--- src/rtl/skr_pkg.sv ---
package skr_pkg;
  localparam int unsigned    SKR_DEF_W    = 4;
  localparam logic [3:0]     SKR_DEF_CODE = 4'b1011;

  typedef enum logic [1:0] {
    PH_WAIT = 2'd0,
    PH_SEND = 2'd1,
    PH_LAST = 2'd2
  } skr_phase_e;
endpackage

--- src/rtl/skr_phase_dec.sv ---
module skr_phase_dec
  import skr_pkg::*;
#(
  parameter int unsigned CODE_W = SKR_DEF_W,
  localparam int unsigned IW = $clog2(CODE_W + 1)
) (
  input  logic [IW-1:0] slot_i,
  output skr_phase_e    phase_o
);
  always_comb begin
    if (slot_i == '0)
      phase_o = PH_WAIT;
    else if (slot_i == IW'(CODE_W))
      phase_o = PH_LAST;
    else
      phase_o = PH_SEND;
  end
endmodule

--- src/rtl/skr_step.sv ---
module skr_step
  import skr_pkg::*;
#(
  parameter int unsigned CODE_W = SKR_DEF_W,
  localparam int unsigned IW = $clog2(CODE_W + 1)
) (
  input  logic          clk,
  input  logic          rst,
  input  logic          req_i,
  input  skr_phase_e    phase_i,
  output logic [IW-1:0] slot_o
);
  logic [IW-1:0] slot_d;

  // slot 0 = waiting, slot k = sending code bit k-1
  always_comb begin
    unique case (phase_i)
      PH_WAIT: slot_d = req_i ? IW'(1) : '0;
      PH_SEND: slot_d = slot_o + IW'(1);
      default: slot_d = '0;
    endcase
  end

  always_ff @(posedge clk) begin
    if (rst) slot_o <= '0;
    else     slot_o <= slot_d;
  end
endmodule

--- src/rtl/skr_bitmux.sv ---
module skr_bitmux
  import skr_pkg::*;
#(
  parameter int unsigned       CODE_W = SKR_DEF_W,
  parameter logic [CODE_W-1:0] CODE   = SKR_DEF_CODE,
  localparam int unsigned IW = $clog2(CODE_W + 1)
) (
  input  logic [IW-1:0] slot_i,
  output logic          bit_o
);
  logic [CODE_W-1:0] hit;

  for (genvar g = 0; g < CODE_W; g++) begin : g_tap
    if (CODE[g]) begin : g_one
      assign hit[g] = (slot_i == IW'(g + 1));
    end else begin : g_zero
      assign hit[g] = 1'b0;
    end
  end

  assign bit_o = |hit;
endmodule

--- src/rtl/serial_key_responder.sv ---
module serial_key_responder
  import skr_pkg::*;
#(
  parameter int unsigned       CODE_W = SKR_DEF_W,
  parameter logic [CODE_W-1:0] CODE   = SKR_DEF_CODE
) (
  input  logic clk,
  input  logic rst,
  input  logic req_i,
  output logic bit_o
);
  localparam int unsigned IW = $clog2(CODE_W + 1);

  logic [IW-1:0] slot;
  skr_phase_e    phase;

  skr_phase_dec #(.CODE_W(CODE_W)) u_dec (
    .slot_i (slot),
    .phase_o(phase)
  );

  skr_step #(.CODE_W(CODE_W)) u_step (
    .clk    (clk),
    .rst    (rst),
    .req_i  (req_i),
    .phase_i(phase),
    .slot_o (slot)
  );

  skr_bitmux #(.CODE_W(CODE_W), .CODE(CODE)) u_mux (
    .slot_i(slot),
    .bit_o (bit_o)
  );
endmodule

--- config.mk ---
export PLATFORM = sky130hd
export DESIGN_NAME = serial_key_responder
export DESIGN_NICKNAME = d
export VERILOG_FILES = /design/src/rtl/skr_pkg.sv /design/src/rtl/skr_phase_dec.sv /design/src/rtl/skr_step.sv /design/src/rtl/skr_bitmux.sv /design/src/rtl/serial_key_responder.sv
export SDC_FILE = /design/constraint.sdc
export NUM_CORES = 1
export LEC_CHECK = 0
export BUFFER_PORTS_ARGS = -buffer_cell sky130_fd_sc_hd__buf_2
export CELL_PAD_IN_SITES_DETAIL_PLACEMENT = 0
export CELL_PAD_IN_SITES_GLOBAL_PLACEMENT = 1
export CORE_AREA = 3 3 40 42
export DETAILED_ROUTE_END_ITERATION = 12
export DIE_AREA = 0 0 43 45
export GPL_TIMING_DRIVEN = 0
export MAX_ROUTING_LAYER = met4
export PLACE_DENSITY_LB_ADDON = 0.1
export SLEW_MARGIN = 10
export SYNTH_ARGS = -nofsm -noshare
export SYNTH_HDL_FRONTEND = slang
export SYNTH_SLANG_ARGS = --single-unit
--- constraint.sdc ---
create_clock -name clk -period 1.64 [get_ports clk]
set_input_delay 0.328 -clock clk [delete_from_list [all_inputs] [get_ports clk]]
set_output_delay 0.328 -clock clk [all_outputs]
set_load 0.05 [all_outputs]
Word-level counts from Yosys, hierarchy flattened
Cells that the tools add are included.
Word-level totals
  register bits: 3
  latch bits: 0
  memory bits (writable): 0
  ROM bits: 0
  input bits: 3
  output and inout bits: 1
  memories: 0
Cells by class
  add/subtract/negate cells: 1
  multiply operators: 0
  divide/modulo/power cells: 0
  $lt $le $gt $ge: 0
  equality and inequality tests: 4
  shift-type cells: 0
  muxes and demuxes: 4
  bitwise operators: 0
  reduce and logical (&&, ||, !) cells: 3
Operators with widths (count)
  $pmux 3 s2: 1
  $mux 2: 2
  $add 3x1->3 const B: 1
  $eq 3x1->1 const B: 1
  $eq 3x2->1 const B: 1
  $eq 3x3->1 const B: 1
  $logic_not 3->1: 1
  $reduce_or 3->1: 1
  $eq 2x1->1 const B: 1
  $logic_not 2->1: 1
  $mux 1: 1

Depth between registers and ports, before layout
  word-level depth: 5
  mapped depth: 4
  gate-level depth less buffers: 4

By module
Synthesis repeated with hierarchy kept, for this count alone.
Second synthesis, totals
  cell total of the unflattened synthesis: 16
  area, all modules: 152.6 sq um
By module, submodules not included
  skr_step: times used 1, cells an instance 11, area an instance 117.6 sq um, sequential area each 60.1 sq um
  skr_bitmux: times used 1, cells an instance 3, area an instance 21.3 sq um, sequential area each 0.0 sq um
  skr_phase_dec: times used 1, cells an instance 2, area an instance 13.8 sq um, sequential area each 0.0 sq um

Worst setup path before layout
Ideal clock, no wire load.
  kind: register -> output
  start: register u_step.slot_o[0]
  end: output port bit_o
  arrival: 1684 ps
  setup slack: -372 ps
  stages on the path, launching flop included: 5
  buffers on the path: 0
  cells stage by stage: dfxtp_1 -> inv_1 -> ha_1 -> nor2_1 -> o21ai_0
Between the ends
  longest elaborated chain between the ends: 2
  elaborated cells between the ends (all ways): 4
Ends and longest elaborated chain
  start, declared: line skr_step.sv:11  | output logic [IW-1:0] slot_o
  start signal, assigned: line skr_step.sv:26  | else slot_o <= slot_d;
  $eq 3x1->1 (tied with other cells): line skr_bitmux.sv:15  | assign hit[g] = (slot_i == IW'(g + 1));
  $reduce_or 3->1 (*): line skr_bitmux.sv:21  | assign bit_o = |hit;
  end, declared: line serial_key_responder.sv:10  | output logic bit_o
Every way passes the cells marked *; elsewhere a longest branch is shown, timed or not.

Worst setup path in the final report
Same ends and word-level chain as after synthesis.

==> qor.csv <==
metric;value;unit
outcome;finished, final reports clean;
async_flop_share;0;
fin_tns_setup;0;ps
yosysSeqAreaShare;0.333;
layout.nets;34;
synth-seq-cells;3;
max_freq;0.655;GHz
drive_gt1_frac;0.320;
slew_headroom;0.858;
post-route-util;0.193;
synthTopCellsByArea;ha_1 (35%), dfxtp_1 (33%), nor3_2 (5.6%), xnor2_1 (4.9%), a211oi_1 (4.2%);
synthXorXnorAreaFrac;0.0486;
antenna_cells;0;
syn_to_final_growth;37.5;%
synth_ff_type;dfxtp_1;
rsz0062_at_grt;no;
yosys_warnings;0;
post-route-period-util;0.931;
synth_edf_count;0;
startpoint;u_step.slot_o[0];
num_vias;136;
cts_tree;done;
ir_drop;0.478;mV
p_leak;0.106;nW
yosys-top-cells-count;ha_1 (5), dfxtp_1 (3), inv_1 (2);
place_worst_setup_slack;280;ps
end_kind;output pin;
min-delay-path-class;in2reg;
synthSimpleGateAreaFrac;0.132;
p_seq_frac;0.290;
hold_violations;0;
cts.sinks;3;
pwr-share-comb;0.310;
required;1310;ps
drv_slew;0;
syn-num-nets;26;
ios;4;
grt_overflow;0;
hp-start;rst;
first_iter_violations;1;
drc;0;
grt.total_usage;0.0428;
grt_pass1_wl;538;µm
synth_compound_gate_area_share;0.0972;
final_antenna_net_count;0;
place_congestion;0.602;
synth_most_common_cell;ha_1;
finClkSkew;3.01;ps
reg_top3;u_step.slot_o (3);
fp.dieH;45;µm
synthMuxAreaShare;0;
initial_core_util;0.140;
synth_cell_type_count;11;
port_buffers;3;
p_per_area;1270;nW/µm²
start_kind;flop;
internal-power;0.000213;W
core-area;1280;µm²
firstDrtPassIters;4;
cts.reportedPaths.clkPinSlew;40;ps
setup_viol;0;
largest_reg_flops;3;
top_register;u_step.slot_o;
grt_pass1_vias;133;
antenna_found_initial;0;
switchingPower;0.000103;W
r2r-start;u_step.slot_o[1];
nFillCells;152;
netlist.area_leader.share;0.347;
post_cts_buffers;0;
dp_hpwl;253;µm
synth_cells;18;
instances_no_fill;40;
drv_cap;0;
synthAdderAreaFrac;0.347;
netlist_area;180;µm²
h-tree-depth;1;
die_width;43;µm
grt_start_max_net_pins;5;
worst_slew_pin_slew;211;ps
power.share.clock;0.401;
yosysTopAreaCell;ha_1;
worst_slack;113;ps
place_inst;36;
switching_share;0.326;
clock_tree.root_cell;clkbuf_4;
via_per_inst;3.40;
critPathMaxFanout;3;
clk_latency;230;ps
cp.arrival;1200;ps
rows;13;
register_area;61.3;µm²
synth_top_family_by_area;adder cells;
cts_buffers;3;
clockBufferDepth;2;
syn_avg_cell_area;10.0;µm²
crit_type;reg2out;
wire_per_inst;8.00;µm
wirelength;320;µm
dieArea;1940;µm²
fin_hold_ws;306;ps
multi_input_area;113;µm²
period_needed;1530;ps
[cell type report]
class	instances	share of cell area
Timing Repair Buffer	3	0.0859
Tap cell	15	0.0758
Inverter	2	0.0303
Multi-Input combinational cell	13	0.455
Clock buffer	4	0.106
Sequential cell	3	0.247
[through the flow]
step	cell area [µm²]	total power (W)
final	248	0.000315
after detailed placement	214	0.000180
after floorplan	180	0.000159
after CTS	240	0.000314
after global routing	248	0.000348
after global placement	214	0.000183
[cell usage in the layout, fill, tap and decap left out, types with 2 or more instances in the layout]
cell and count:
clkbuf_4 3, dfxtp_1 2, inv_1 2, buf_2 2, ha_1 5
[critical path: stages (launching register included)]
cell,delay (ps)
dfxtp_2,320
inv_1,100
ha_1,170
nor2_1,50
o21ai_1,150
buf_6,180
[final timing paths]
check / end / cells after the start / slack [ps]
worst max register to register: u_step.slot_o[0] / 4 / 650
worst min-delay path: u_step.slot_o[2] / 2 / 310
worst min register to register: u_step.slot_o[0] / 1 / 530
worst max-delay path: bit_o / 5 / 110
[repair_timing]
action	in CTS	in global routing
resized for setup	0	4
hold buffers	0	0
endpoints found under the setup margin	0	1
[cells by family after synthesis]
family	Yosys count
buffers and inverters	2
adders and majority gates	5
AOI/OAI and AO/OA	3
DFF	3
xor gates and xnor gates	1
and+or+nand+nor	4
[power groups by stage]
| stage | clock [W] | combinational, W | sequential (W) |
|---|---|---|---|
| after CTS | 0.000133 | 0.0000895 | 0.0000912 |
| after floorplan | 0 | 0.0000697 | 0.0000892 |
| final | 0.000126 | 0.0000977 | 0.0000913 |
| after global routing | 0.000145 | 0.000109 | 0.0000932 |
| after global placement | 0 | 0.0000908 | 0.0000922 |
| after detailed placement | 0 | 0.0000884 | 0.0000919 |
[routing by layer]
| layer | global-route usage | up-vias | wire length [µm] |
|---|---|---|---|
| li1 | - | 73 | - |
| met1 | 0.0384 | 59 | 160 |
| met3 | 0.0518 | 0 | 28 |
| met5 | - | - | 0 |
| met4 | 0 | 0 | 0 |
| met2 | 0.0629 | 4 | 131 |
Power figures use the tool's default switching activity.
